File: src/rtl/adpcm_speed_ctl.sv
module adpcm_speed_ctl #(
  parameter int Y_W      = 13,
  parameter int Y_FRAC   = 9,
  parameter int LOW_Y    = 3,
  parameter int DMS_FRAC = 12,
  parameter int DML_FRAC = 14,
  parameter int AP_FRAC  = 10,
  parameter int SHORT_SH = 5,
  parameter int LONG_SH  = 7,
  parameter int AP_SH    = 4,
  parameter int STEP_SH  = 3,
  parameter int GAP_SH   = 3
) (
  input  logic             clk,
  input  logic             rst,
  input  logic             smp_vld,
  input  logic [3:0]       code,
  input  logic [Y_W-1:0]   scale,
  input  logic             tone,
  input  logic             trans,
  output logic [AP_FRAC:0] al
);
  localparam int W_INT = 3;
  localparam int DMS_W = W_INT + DMS_FRAC;
  localparam int DML_W = W_INT + DML_FRAC;
  localparam int AP_W  = AP_FRAC + 2;
  localparam logic [AP_W-1:0] ONE   = AP_W'(1) << AP_FRAC;
  localparam logic [AP_W-1:0] STEP  = AP_W'(1) << (AP_FRAC - STEP_SH);
  localparam logic [Y_W-1:0]  Y_LIM = Y_W'(LOW_Y) << Y_FRAC;

  logic [DMS_W-1:0] dms_q, dms_nx;
  logic [DML_W-1:0] dml_q, dml_nx, dms_al, gap;
  logic [AP_W-1:0]  ap_q, ap_nx, ap_dec;
  logic [W_INT-1:0] wgt;
  logic             boost;

  always_comb begin
    case (code[2:0])
      3'd3, 3'd4, 3'd5: wgt = 3'd1;
      3'd6:             wgt = 3'd3;
      3'd7:             wgt = 3'd7;
      default:          wgt = 3'd0;
    endcase
  end

  assign dms_nx = dms_q - (dms_q >> SHORT_SH) + (DMS_W'(wgt) << (DMS_FRAC - SHORT_SH));
  assign dml_nx = dml_q - (dml_q >> LONG_SH) + (DML_W'(wgt) << (DML_FRAC - LONG_SH));
  assign dms_al = DML_W'(dms_nx) << (DML_FRAC - DMS_FRAC);
  assign gap    = (dms_al >= dml_nx) ? dms_al - dml_nx : dml_nx - dms_al;
  assign boost  = (gap >= (dml_nx >> GAP_SH)) || (scale < Y_LIM) || tone;
  assign ap_dec = ap_q - (ap_q >> AP_SH);
  assign ap_nx  = trans ? ONE : (boost ? ap_dec + STEP : ap_dec);

  always_ff @(posedge clk) begin
    if (rst) begin
      dms_q <= '0;
      dml_q <= '0;
      ap_q  <= '0;
      al    <= '0;
    end else if (smp_vld) begin
      dms_q <= dms_nx;
      dml_q <= dml_nx;
      ap_q  <= ap_nx;
      al    <= (ap_nx > ONE) ? ONE[AP_FRAC:0] : ap_nx[AP_FRAC:0];
    end
  end

  assert_reset_clear_R1: assert property (@(posedge clk)
    rst |=> (al == '0 && ap_q == '0 && dms_q == '0 && dml_q == '0));

  assert_dms_range_R3: assert property (@(posedge clk) disable iff (rst)
    dms_q <= (DMS_W'(7) << DMS_FRAC));

  assert_ap_range_R5: assert property (@(posedge clk) disable iff (rst)
    ap_q <= (ONE << 1));

  assert_trans_one_R9: assert property (@(posedge clk) disable iff (rst)
    (smp_vld && trans) |=> (al == ONE[AP_FRAC:0]));

  assert_al_limit_R10: assert property (@(posedge clk) disable iff (rst)
    al <= ONE[AP_FRAC:0]);

  assert_idle_hold_R11: assert property (@(posedge clk) disable iff (rst)
    !smp_vld |=> ($stable(al) && $stable(ap_q) && $stable(dms_q) && $stable(dml_q)));
endmodule

File: config.mk
export PLATFORM = sky130hd
export DESIGN_NAME = adpcm_speed_ctl
export DESIGN_NICKNAME = d
export VERILOG_FILES = /design/src/rtl/adpcm_speed_ctl.sv
export SDC_FILE = /design/constraint.sdc
export NUM_CORES = 1
export LEC_CHECK = 0
export CAP_MARGIN = 5
export CORE_ASPECT_RATIO = 1.1
export CORE_MARGIN = 2
export CORE_UTILIZATION = 46
export CTS_CLUSTER_DIAMETER = 30
export DETAILED_ROUTE_END_ITERATION = 10
export DONT_BUFFER_PORTS = 1
export SYNTH_ARGS = -nofsm -noshare
export SYNTH_HDL_FRONTEND = slang
export SYNTH_SLANG_ARGS = --single-unit
File: constraint.sdc
create_clock -name clk -period 17.8 [get_ports clk]
set_input_delay 3.56 -clock clk [delete_from_list [all_inputs] [get_ports clk]]
set_output_delay 3.56 -clock clk [all_outputs]
set_load 0.02 [all_outputs]
==> flow_metrics.env, run 1 <==
export IMPL_drive_above_1_share=0.05481
export IMPL_finalMaxSlewViolations=0
export IMPL_grt_pass1_vias=5320
export IMPL_clock_sinks=55
export IMPL_ys_flop_type="dfxtp_1"
export IMPL_ioPinCount=33
export IMPL_cts_root_buffer="clkbuf_16"
export IMPL_critPathKind="input port to flop"
export IMPL_worst_slew_pin_slew_ns=0.6743
export IMPL_viasPerCell=5.850
export IMPL_timing_setup_tns_ns=0
export IMPL_seq_area_frac_synth=0.1797
export IMPL_ys_types=72
export IMPL_hpwl_um=12200
export IMPL_clk_latency_ns=0.32
export IMPL_cp_slowest_cell="or3b_4"
export IMPL_htreeDepth=2
export IMPL_drt_initial_drc_count=294
export IMPL_finalCritPeriodShare=0.6474
export IMPL_fin_crit_ns=11.52
export IMPL_syn_inst=764
export IMPL_synth_nets=879
export IMPL_die_area_um2=14260
export IMPL_required_ns=18.03
export IMPL_place_ws_ns=6.007
export IMPL_cp_end_kind="flop"
export IMPL_cts_tree="built"
export IMPL_r2r_slack_ns=8.86
export IMPL_worstPathMaxFanout=20
export IMPL_crit_top_cell="a21oi_1"
export IMPL_die_h_um=125.1
export IMPL_gp_congestion=0.9176
export IMPL_core_area_um2=13100
export IMPL_portBuffers=0
export IMPL_wl_um=15240
export IMPL_met3_usage=0.03926
export IMPL_cts_buffers=5
export IMPL_critPathCapture="al[2]"
export IMPL_use_met1=0.2790
export IMPL_grt_ovfl_total=0
export IMPL_finalHoldViolations=0
export IMPL_vias=5318
export IMPL_cts_hold_buffers=0
export IMPL_worstRegToRegCells=38
export IMPL_drt_pre_antenna_iters=4
export IMPL_max_freq_mhz=86.78
export IMPL_met2_usage=0.3690
export IMPL_synthToLayoutAreaGrowth_pct=4.083
export IMPL_relSlewSlack=0.5500
export IMPL_cts_setup_buffers=0
export IMPL_setup_ws_ns=6.276
export IMPL_synth_edf_count=0
export IMPL_outcome="complete, no violations"
export IMPL_fin_nets=862
export IMPL_async_reset_ff_frac=0
export IMPL_ctsLongestPathBuffers=2
export IMPL_grt_max_degree=51
export IMPL_holdCritPathClass="flop to flop"
export IMPL_die_x_um=114.1
export IMPL_post_synth_instance_area_um2=6128
export IMPL_cts_resized=0
export IMPL_grt_usage=0.2203
export IMPL_antenna_found_initial=0
export IMPL_wl_per_cell_um=16.77
export IMPL_critPathLaunchType="input port"
export IMPL_grt_pass1_wl_um=25380
export IMPL_crit_start="code[1]"
export IMPL_maxCapViolations=0
export IMPL_placementRows=44
export IMPL_critPathArrivalTime_ns=11.75
export IMPL_slowest_delay_ns=0.48
export IMPL_skew_ns=0.01748
export IMPL_n_antenna_cell=0
export IMPL_hp_start="dms_q[0]"
export IMPL_drc=0
export IMPL_ant_nets=0
export IMPL_grt_busiest_layer="met2"
export IMPL_yosysWarnings=0
export IMPL_rsz0062_at_grt="no"
export IMPL_synth_seq_cells=55
export IMPL_clk_pin_slew_ns=0.09
export IMPL_holdWs_ns=0.4780
export IMPL_worstReg2RegEnd="al[2]"
export IMPL_r2r_start="dml_q[8]"
export IMPL_initial_utilization=0.4677
export IMPL_setup_violations=0
export IMPL_synth_area_per_cell_um2=8.021
## layout make-up
class | instances | area [um^2]
Inverter | 77 | 289.0
Fill cell | 1276 | 6724
Clock inverter | 3 | 27.53
Multi-Input combinational cell | 606 | 4619
Sequential cell | 55 | 1101
Tap cell | 161 | 201.4
Clock buffer | 5 | 125.1
Timing Repair Buffer | 2 | 15.01
## kinds of logic (layout without fill, tap and decap cells)
logic type	Yosys count	in the layout	share of synthesized area
buffers and inverters	103	87	0.06656
muxes	31	31	0.05247
xor gates and xnor gates	45	45	0.06860
AOI/OAI and AO/OA	218	218	0.2534
adders and majority gates	94	94	0.2038
and+or+nand+nor	218	218	0.1756
DFF	55	55	0.1797
## worst min path at each step
stage,endpoint,cells past startpoint
4_1_cts,dms_q[0],2
3_5_place_dp,dml_q[0],2
3_3_place_gp,dms_q[0],2
6_report,dms_q[0],2
2_1_floorplan,dml_q[0],2
5_1_grt,dms_q[3],2
## critical path: cells and delay by family
family	cells	cell delay, ns
AO/OA/AOI/OAI	21	4.34
adder cells (fa/ha/maj)	4	1.56
AND/OR/NAND/NOR	8	1.50
XOR/XNOR	1	0.40
buffers and inverters	2	0.36
## sequential cells by signal, indices dropped and copies added (netlist names)
name / count
al: 11
ap_q: 12
dml_q: 17
dms_q: 15
## synthesized netlist by cell type, types with 10 or more instances
library cell / instances / area share
nor3_1: 15 / 0.012
a21oi_1: 68 / 0.056
mux2i_1: 24 / 0.039
nor2_1: 71 / 0.043
nand2_1: 45 / 0.028
and3_1: 10 / 0.010
inv_1: 76 / 0.047
o21ai_0: 23 / 0.019
xnor2_1: 34 / 0.049
clkbuf_1: 17 / 0.010
a21o_1: 30 / 0.037
nand3_1: 18 / 0.015
ha_1: 83 / 0.17
fa_1: 10 / 0.033
a211oi_1: 15 / 0.018
dfxtp_1: 55 / 0.18
## routing by layer
layer  up-vias  routed length, um  part of all wire
li1       2710                  -                 -
met1      2485               7067              0.46
met2        91               7061              0.46
met3        32                598             0.039
met4         0                515             0.034
met5         -                  0                 0
## cells in the final DEF (no fill, tap or decap), types with 18 or more instances in the layout
master,instances
nor2_1,71
a21oi_1,68
dfxtp_1,55
nand3_1,18
inv_1,76
o21ai_0,23
ha_1,83
nand2_1,45
xnor2_1,34
a21o_1,30
mux2i_1,24
## metrics by stage
stage	cell area, um^2	util	cells
final	6379	0.4868	909
after global routing	6379	0.4868	909
after CTS	6379	0.4868	909
after detailed placement	6226	0.4752	901
after global placement	6226	0.4752	901
after floorplan	6128	-	764
Power of run 1 is not shown: default switching activity piles up to over one toggle a cycle in this logic, so the estimate is an artifact.
==> run 2: changes to the inputs <==
- clock period: 17.8 -> 10.3 ns (I/O delays scaled with it)
==> flow_metrics.env, run 2 (synthesis results as in run 1) <==
export IMPL_outcome="complete, no violations"
export IMPL_synthToLayoutAreaGrowth_pct=4.369
export IMPL_worst_slew_pin_slew_ns=0.5883
export IMPL_worstPathMaxFanout=9
export IMPL_relSlewSlack=0.6056
export IMPL_wl_um=15350
export IMPL_htreeDepth=2
export IMPL_fin_nets=865
export IMPL_routed_wl_met3_um=418
export IMPL_grt_max_degree=51
export IMPL_antenna_found_initial=0
export IMPL_finalCritPeriodShare=0.9377
export IMPL_wl_met2_um=7320
export IMPL_top_layer="met4"
export IMPL_clock_sinks=55
export IMPL_initial_utilization=0.4677
export IMPL_wl_per_cell_um=16.83
export IMPL_cp_end_kind="flop"
export IMPL_die_x_um=114.1
export IMPL_clk_pin_slew_ns=0.07
export IMPL_wl_met1_um=7151
export IMPL_drive_above_1_share=0.05859
export IMPL_timing_setup_tns_ns=0
export IMPL_drt_pre_antenna_iters=4
export IMPL_holdCritPathClass="flop to flop"
export IMPL_ctsLongestPathBuffers=2
export IMPL_cts_root_buffer="clkbuf_16"
export IMPL_gp_congestion=0.9188
export IMPL_cts_resized=0
export IMPL_skew_ns=0.01017
export IMPL_n_antenna_cell=0
export IMPL_max_freq_mhz=103.5
export IMPL_maxCapViolations=0
export IMPL_cp_slowest_cell="or3b_4"
export IMPL_grt_pass1_vias=5333
export IMPL_vias=5415
export IMPL_grt_ovfl_total=0
export IMPL_slowest_delay_ns=0.48
export IMPL_rsz0062_at_grt="no"
export IMPL_die_area_um2=14260
export IMPL_grt_usage=0.2227
export IMPL_drt_initial_drc_count=317
export IMPL_hpwl_um=12270
export IMPL_core_area_um2=13100
export IMPL_critPathKind="input port to flop"
export IMPL_critPathArrivalTime_ns=9.87
export IMPL_fin_crit_ns=9.658
export IMPL_drc=0
export IMPL_finalHoldViolations=0
export IMPL_cts_hold_buffers=0
export IMPL_finalMaxSlewViolations=0
export IMPL_placementRows=44
export IMPL_die_h_um=125.1
export IMPL_critPathLaunchType="input port"
export IMPL_portBuffers=0
export IMPL_layout_common_cells="ha_1 (83), inv_1 (76), nor2_1 (71)"
export IMPL_cts_buffers=5
export IMPL_final_common_cell="ha_1"
export IMPL_viasPerCell=5.938
export IMPL_grt_pass1_wl_um=25850
export IMPL_r2r_slack_ns=1.70
export IMPL_ant_nets=0
export IMPL_regMostFlops="dml_q"
export IMPL_largest_register_ffs=17
export IMPL_cts_setup_buffers=0
export IMPL_ioPinCount=33
export IMPL_setup_violations=0
export IMPL_required_ns=10.51
export IMPL_cts_tree="built"
export IMPL_top_regs="dml_q x17, dms_q x15, ap_q x12"
export IMPL_clk_latency_ns=0.31
## run 2: cell count changes in the layout (fill, tap and decap cells not counted), sizes merged
| cell | previous run | this run |
|---|---|---|
| clkinvlp | 1 | 0 |
| clkinv | 0 | 1 |
| buf | 2 | 5 |
## run 2: worst max-delay path: cells and delay by family
kind                       cells  cell delay (ns)
AOI/OAI and AO/OA             19             4.01
and+or+nand+nor                9             1.62
adders and majority gates      4             1.59
buffers and inverters          3             0.31
xor gates and xnor gates       1             0.26
## run 2: per-layer routing
| layer | up-vias | track usage |
|---|---|---|
| li1 | 2711 | - |
| met1 | 2568 | 0.2850 |
| met2 | 111 | 0.3824 |
| met3 | 25 | 0.02763 |
| met4 | 0 | 0.08034 |
| met5 | - | 0 |
## run 2: area by class of cell
cell class / count / area [um^2]
Clock buffer: 5 / 125.1
Clock inverter: 3 / 22.52
Fill cell: 1293 / 6706
Inverter: 77 / 289.0
Multi-Input combinational cell: 606 / 4619
Sequential cell: 55 / 1101
Tap cell: 161 / 201.4
Timing Repair Buffer: 5 / 37.54
## run 2: through the flow
step                      hold WS (ns)  instance area, um^2  instances  setup WS (ns)    util
final                           0.4771                 6396        912         0.6415  0.4882
after global routing            0.4872                 6396        912         0.1671  0.4882
after CTS                       0.4792                 6396        912         0.7293  0.4882
after detailed placement        0.4707                 6248        904         0.4254  0.4769
after global placement          0.4633                 6248        904         0.4910  0.4769
after floorplan                 0.4563                 6128        764          1.002       -
## run 2: final timing paths
| path | start | cells after the start | end |
|---|---|---|---|
| setup / recovery | code[1] | 36 | al[1] |
| hold / removal | dms_q[0] | 2 | dms_q[0] |
| setup reg to reg | dml_q[8] | 37 | al[1] |
| hold reg to reg | dms_q[0] | 2 | dms_q[0] |
Power of run 2 is left out for the same reason.
